## config.mk

```make
export PLATFORM = sky130hd
export DESIGN_NAME = evq_router
export DESIGN_NICKNAME = d
export VERILOG_FILES = /design/src/rtl/evq_router.sv
export SDC_FILE = /design/constraint.sdc
export NUM_CORES = 1
export LEC_CHECK = 0
export ABC_CLOCK_PERIOD_IN_PS = 4520
export BUFFER_PORTS_ARGS = -buffer_cell sky130_fd_sc_hd__buf_2
export CORE_MARGIN = 4
export CORE_UTILIZATION = 25
export CTS_BUF_LIST = sky130_fd_sc_hd__clkbuf_8 sky130_fd_sc_hd__clkbuf_16
export DETAILED_ROUTE_END_ITERATION = 7
export PLACE_DENSITY_LB_ADDON = 0.2
export SETUP_SLACK_MARGIN = 0.5
export SLEW_MARGIN = 20
export SYNTH_ARGS = -nofsm -noshare
export SYNTH_HDL_FRONTEND = slang
export SYNTH_SLANG_ARGS = --single-unit
```

## constraint.sdc

```tcl
create_clock -name clk -period 4.52 [get_ports clk]
set_clock_uncertainty 0.1 [all_clocks]
set_input_delay 0.452 -clock clk [delete_from_list [all_inputs] [get_ports clk]]
set_output_delay 0.452 -clock clk [all_outputs]
set_load 0.02 [all_outputs]
```

## src/rtl/evq_router.sv

```systemverilog
module evq_router #(
  parameter int SRC_N   = 16,
  parameter int DESC_N  = 4,
  parameter int Q_DEPTH = 4,
  parameter int TGT_W   = 8,
  parameter int DATA_W  = 16,
  parameter int CNT_W   = 8,
  localparam int SRC_W  = $clog2(SRC_N),
  localparam int DI_W   = $clog2(DESC_N),
  localparam int QI_W   = $clog2(Q_DEPTH),
  localparam int CFG_W  = 2 + DI_W + DATA_W
) (
  input  logic              clk,
  input  logic              rst_n,
  input  logic              ev_valid,
  input  logic [SRC_W-1:0]  ev_src,
  output logic              ev_ready,
  input  logic              cfg_we,
  input  logic [1:0]        cfg_kind,
  input  logic [SRC_W-1:0]  cfg_idx,
  input  logic [CFG_W-1:0]  cfg_data,
  output logic              ntf_valid,
  output logic [DI_W-1:0]   ntf_desc,
  output logic [TGT_W-1:0]  ntf_target,
  output logic [2:0]        ntf_prio,
  input  logic [DI_W-1:0]   rd_desc,
  input  logic [QI_W-1:0]   rd_slot,
  output logic [DATA_W:0]   rd_entry,
  output logic [CNT_W-1:0]  drop_cnt
);

  logic              as_valid [SRC_N];
  logic              as_mask  [SRC_N];
  logic [DI_W-1:0]   as_desc  [SRC_N];
  logic [DATA_W-1:0] as_data  [SRC_N];

  logic [2:0]        d_prio [DESC_N];
  logic [TGT_W-1:0]  d_tgt  [DESC_N];
  logic [QI_W-1:0]   d_widx [DESC_N];
  logic              d_gen  [DESC_N];
  logic              d_pend [DESC_N];

  logic [DATA_W:0]   qmem [DESC_N*Q_DEPTH];

  logic              busy;
  logic [DI_W-1:0]   w_desc;
  logic [DATA_W-1:0] w_data;

  wire take      = ev_valid && !busy;
  wire routable  = as_valid[ev_src] && !as_mask[ev_src];
  wire cfg_as    = cfg_we && cfg_kind == 2'd0;
  wire cfg_ds    = cfg_we && cfg_kind == 2'd1;
  wire cfg_rearm = cfg_we && cfg_kind == 2'd2;
  wire [DI_W-1:0] cfg_di = cfg_idx[DI_W-1:0];
  wire pend_eff  = d_pend[w_desc] && !(cfg_rearm && cfg_di == w_desc);
  wire last_slot = d_widx[w_desc] == QI_W'(Q_DEPTH - 1);

  assign ev_ready = !busy;
  assign rd_entry = qmem[{rd_desc, rd_slot}];

  always_ff @(posedge clk) begin
    if (!rst_n) begin
      busy       <= 1'b0;
      w_desc     <= '0;
      w_data     <= '0;
      ntf_valid  <= 1'b0;
      ntf_desc   <= '0;
      ntf_target <= '0;
      ntf_prio   <= '0;
      drop_cnt   <= '0;
      for (int i = 0; i < SRC_N; i++) begin
        as_valid[i] <= 1'b0;
        as_mask[i]  <= 1'b0;
        as_desc[i]  <= '0;
        as_data[i]  <= '0;
      end
      for (int d = 0; d < DESC_N; d++) begin
        d_prio[d] <= 3'd7;
        d_tgt[d]  <= '0;
        d_widx[d] <= '0;
        d_gen[d]  <= 1'b1;
        d_pend[d] <= 1'b0;
      end
      for (int s = 0; s < DESC_N*Q_DEPTH; s++) qmem[s] <= '0;
    end else begin
      ntf_valid <= 1'b0;

      if (cfg_as) begin
        as_valid[cfg_idx] <= cfg_data[0];
        as_mask[cfg_idx]  <= cfg_data[1];
        as_desc[cfg_idx]  <= cfg_data[2 +: DI_W];
        as_data[cfg_idx]  <= cfg_data[2 + DI_W +: DATA_W];
      end

      if (take) begin
        if (routable) begin
          busy   <= 1'b1;
          w_desc <= as_desc[ev_src];
          w_data <= as_data[ev_src];
        end else begin
          drop_cnt <= drop_cnt + 1'b1;
        end
      end

      if (cfg_rearm) d_pend[cfg_di] <= 1'b0;

      if (busy) begin
        busy <= 1'b0;
        qmem[{w_desc, d_widx[w_desc]}] <= {d_gen[w_desc], w_data};
        if (last_slot) begin
          d_widx[w_desc] <= '0;
          d_gen[w_desc]  <= ~d_gen[w_desc];
        end else begin
          d_widx[w_desc] <= d_widx[w_desc] + 1'b1;
        end
        if (!pend_eff) begin
          ntf_valid  <= 1'b1;
          ntf_desc   <= w_desc;
          ntf_target <= d_tgt[w_desc];
          ntf_prio   <= d_prio[w_desc];
        end
        d_pend[w_desc] <= 1'b1;
      end

      if (cfg_ds) begin
        d_prio[cfg_di] <= cfg_data[2:0];
        d_tgt[cfg_di]  <= cfg_data[3 +: TGT_W];
        d_widx[cfg_di] <= '0;
        d_gen[cfg_di]  <= 1'b1;
        d_pend[cfg_di] <= 1'b0;
      end
    end
  end

endmodule

```

==> Yosys cells after proc, flatten, opt, wreduce, memory -nomap -nowiden <==
Memory sizes are Yosys's and may differ from the RTL's. A register that Yosys moved wholly into a read port is not among the register bits.
Cells that the tools add are included.
{ "word_totals": {"regBits": 12, "ram_bits": 652, "word_cells": 128, "memories": 10} }
{ "op_classes": {"addsub": 2, "n_eq_ne": 5, "n_mux": 64, "n_bitwise": 10, "n_reduce_logical": 33} }
{ "mem_list": {"columns": ["memory", "depth", "word_bits", "rd", "rd_clocked_by_memory_dff", "wr", "line_no", "rtl"], "rows": [
  ["qmem", 16, 17, 1, 0, 16, "43", "logic [DATA_W:0] qmem [DESC_N*Q_DEPTH];"],
  ["as_data", 16, 16, 1, 1, 16, "35", "logic [DATA_W-1:0] as_data [SRC_N];"],
  ["as_desc", 16, 2, 1, 1, 16, "34", "logic [DI_W-1:0] as_desc [SRC_N];"],
  ["d_tgt", 4, 8, 1, 1, 4, "38", "logic [TGT_W-1:0] d_tgt [DESC_N];"],
  ["as_mask", 16, 1, 1, 0, 16, "33", "logic as_mask [SRC_N];"],
  ["as_valid", 16, 1, 1, 0, 16, "32", "logic as_valid [SRC_N];"],
  ["4 more memories", null, null, null, null, null, null, null]
]} }
{ "op_table": {"columns": ["op", "count"], "rows": [
  ["1-bit two-way mux", 43],
  ["2-bit two-way mux", 12],
  ["4-bit two-way mux", 5],
  ["17-bit two-way mux", 1],
  ["17-bit OR reduction", 1],
  ["16-bit two-way mux", 1],
  ["16-bit OR reduction", 1],
  ["8-bit by 1-bit adder with 8-bit output, second input constant", 1],
  ["8-bit two-way mux", 1],
  ["2-bit AND reduction", 4],
  ["8-bit OR reduction", 1],
  ["1-bit logical AND", 7],
  ["1-bit zero test", 7],
  ["1-bit inverter", 6],
  ["1-bit OR reduction", 6],
  ["2-bit OR reduction", 3],
  ["3-bit OR reduction", 2],
  ["2-bit == test", 2],
  ["2-bit == test, second input constant", 2],
  ["3-bit two-way mux", 1],
  ["2-bit by 1-bit adder with 2-bit output, second input constant", 1],
  ["1-bit AND", 2],
  ["2-bit by 1-bit == test with 1-bit output, second input constant", 1],
  ["2-bit zero test", 1],
  ["1-bit bitwise OR", 2]
]} }

==> Logic depth before layout (Yosys ltp) <==
{ "depth": {"ltp_word": 10, "ltp_mapped": 10, "ltp_nobuf": 6} }

==> Least setup slack after synthesis <==
No wires, ideal clock.
{ "synth_timing": {"path_kind": "register to register", "from": "register w_desc[1], read port of as_desc", "to": "memory d_gen[3]", "t_arrival_ns": 3.392, "required_time_ns": 4.290, "slack_ns": 0.898, "stages_incl_launch_ff": 10, "synth_period_minus_slack_ns": 3.622, "cell_sequence": "dfxtp_1 > buf_2 > buf_1 > buf_1 > mux4_2 > ha_1 > inv_1 > o21ai_0 > nor2b_1 > o22ai_1"} }
{ "synth_rtl": {"columns": ["element", "line_no", "rtl"], "rows": [
  ["from (decl)", "46", "logic [DI_W-1:0] w_desc;"],
  ["to (decl)", "40", "logic d_gen [DESC_N];"]
]} }

==> impl_metrics.ini <==
[logic_synthesis]
syn_inst = 2113
synth_seq_cells = 693
synth_fp_nets = 2156
yosysSeqAreaShare_pct = 64.27
async_reset_ff_share_pct = 0
yosysWarnings = 0
synth_ff_type = edfxtp_1
synth-edff-count = 604
netlist_area_mm2 = 0.03099
syn_avg_cell_area_um2 = 14.67
synth_cell_types = 54

[die]
io_pins = 78
start_util_pct = 25.30
core_area_mm2 = 0.1225
die_h_um = 360.1
die_width_um = 360.1
fp.dieArea_mm2 = 0.1297
row_count = 128

[route]
wirelength_um = 87280
wl_met3_um = 3801
met1_length_um = 38400
wl_per_cell_um = 22.84
viasPerCell = 4.583
drt_iter0_drc = 1299
drc_errors = 0
vias = 17511
dr.pass1.iters = 5
met2_length_um = 43630
antenna_left = 0
routed.top_layer = met5

[timing]
setup_viol_count_final = 0
fin_crit_ns = 3.415
slew_violations = 0
final-hold-violation-count = 0
rsz0062_at_grt = false
setup_tns_ns = 0
fin_crit_sh_pct = 75.54
hold_ws_ns = 0.1969
worst_slew_pin_slew_ns = 1.131
slew_headroom_pct = 24.60
max_freq_ghz = 0.2929

[layout]
most-common-layout-cells = edfxtp_1 (604), and2_1 (291), and3_1 (257), mux4_2 (189), nand2_1 (165)
nNetsFinal = 2177
final_common_cell = edfxtp_1
finalNonFillerCells = 3821
drive_gt1_share_pct = 22.30
fill_cells = 12231
area.growth.synth_to_final_pct = 16.04

[global_route]
gr-usage-all-layers_pct = 13.22
antenna_found_initial = 7
grt_pass1_vias = 18308
overflow = 0
grt_max_degree = 68
grt_first_pass_wirelength_um = 128600

[status]
outcome = complete, no violations

[placement]
io_buffers = 77
placed_cells_incl_taps = 3680
dp_hpwl_um = 56940
place_congestion = 0.7796

[clock_network]
cts_buffers = 77
htree_levels = 3
cts_resized = 0
insertion_delay_ns = 0.62
cts_tree = yes
cts_max_path_buffers = 3
cts_sinks = 693
path_clk_slew_ns = 0.06
cts_root_buffer = clkbuf_16
cts_hold_buffers = 0
postCtsSetupBuffers = 0

[flow_run]
maxCapViolations = 0

[pwr]
powerDensity_mw_per_mm2 = 419.0
power.leakage_uw = 0.01325
peakVddDrop_v = 0.0002357
power_uw = 15070

[worst_hold_path]
hold_path.class = input pin to flip-flop

[setup_path]
cp.required_ns = 4.66
worstSetupEndpointType = flip-flop
crit_type = flip-flop to flip-flop
critical_path.startpoint_type = flip-flop
cp_max_fo = 45
critPathArrivalTime_ns = 3.55
==> where the power goes <==
part | total, uW | internal [uW] | switching, uW | leakage, uW
logic | 1020 | 390 | 635 | 0.00520
clock network | 6700 | 4040 | 2660 | 0.00135
registers | 7350 | 7210 | 140 | 0.00669
==> registers in the layout, summed over array words and instances, names as in the netlist, 12 cells and up <==
| name | flops |
|---|---|
| as_data | 256 |
| d_prio | 12 |
| as_mask | 16 |
| qmem | 272 |
| as_valid | 16 |
| w_data | 16 |
| d_tgt | 32 |
| as_desc | 32 |
==> layer usage <==
| metal | track usage, % | up-vias |
|---|---|---|
| met5 | 0 | - |
| met2 | 22.85 | 383 |
| met1 | 17.51 | 9084 |
| li1 | - | 7938 |
| met3 | 2.256 | 102 |
| met4 | 2.629 | 4 |
==> layout make-up <==
cell class                      count  area, um2  share of cell area [%]
Tap cell                         1625       2033                   5.653
Multi-Input combinational cell   1200      10290                   28.60
Timing Repair Buffer              144      973.4                   2.706
Clock inverter                     52      606.8                   1.687
Inverter                           18      67.56                  0.1879
Clock buffer                       86       2073                   5.764
Antenna cell                        3      7.507                 0.02087
Sequential cell                   693      19920                   55.38
==> logic make-up (layout without fill, tap and decap cells) <==
family	after synthesis	after routing	share of synthesized area, %
adder cells (fa/ha/maj)	5	5	0.2018
multiplexers	227	227	14.96
other	0	3	0
XOR/XNOR	3	3	0.08479
AO/OA/AOI/OAI	86	86	1.708
buffers and inverters	220	300	2.919
flip-flops	693	693	64.27
AND/OR/NAND/NOR	879	879	15.86
==> cells in the mapped netlist (11+ instances only) <==
cell        n  area share [%]
and2_1    291             5.9
and3_1    257             5.2
buf_1      11            0.13
buf_2      19            0.31
clkbuf_1  164             2.0
dfxtp_1    89             5.7
edfxtp_1  604              59
inv_1      18            0.22
mux2i_1    37             1.2
mux4_2    189              14
nand2_1   165             2.0
nand2b_1   17            0.34
nand3_1    11            0.18
nor2_1     76            0.92
nor2b_1    24            0.48
o21ai_0    53            0.86
==> worst max-delay path: stages (launching register included) <==
cell and delay, ns:
dfxtp_1 0.58, mux4_2 0.62, inv_1 0.12, ha_2 0.75, nand2_1 0.14, nand2_1 0.70
==> metrics by stage <==
step | setup WS, ns | utilization (%) | area (um2)
floorplan | 0.8978 | - | 30990
detailed placement | 1.044 | 27.16 | 33280
CTS | 1.037 | 29.35 | 35960
global route | 0.8693 | 29.35 | 35960
finish | 1.105 | 29.36 | 35970
global placement | 1.055 | 27.16 | 33280
==> worst paths after layout <==
check | startpoint | endpoint | slack, ns | cells past startpoint
max | w_desc[0]$_SDFFE_PN0P_ | qmem[0][13]$_SDFFCE_PN0P_ | 1.11 | 5
max reg2reg | w_desc[0]$_SDFFE_PN0P_ | qmem[0][13]$_SDFFCE_PN0P_ | 1.11 | 5
min reg2reg | as_mask[3]$_DFF_P_ | as_mask[3]$_DFF_P_ | 0.36 | 2
min | cfg_idx[1] | d_gen[3]$_DFF_P_ | 0.20 | 3
No activity file was read; power rests on OpenSTA's default activity.
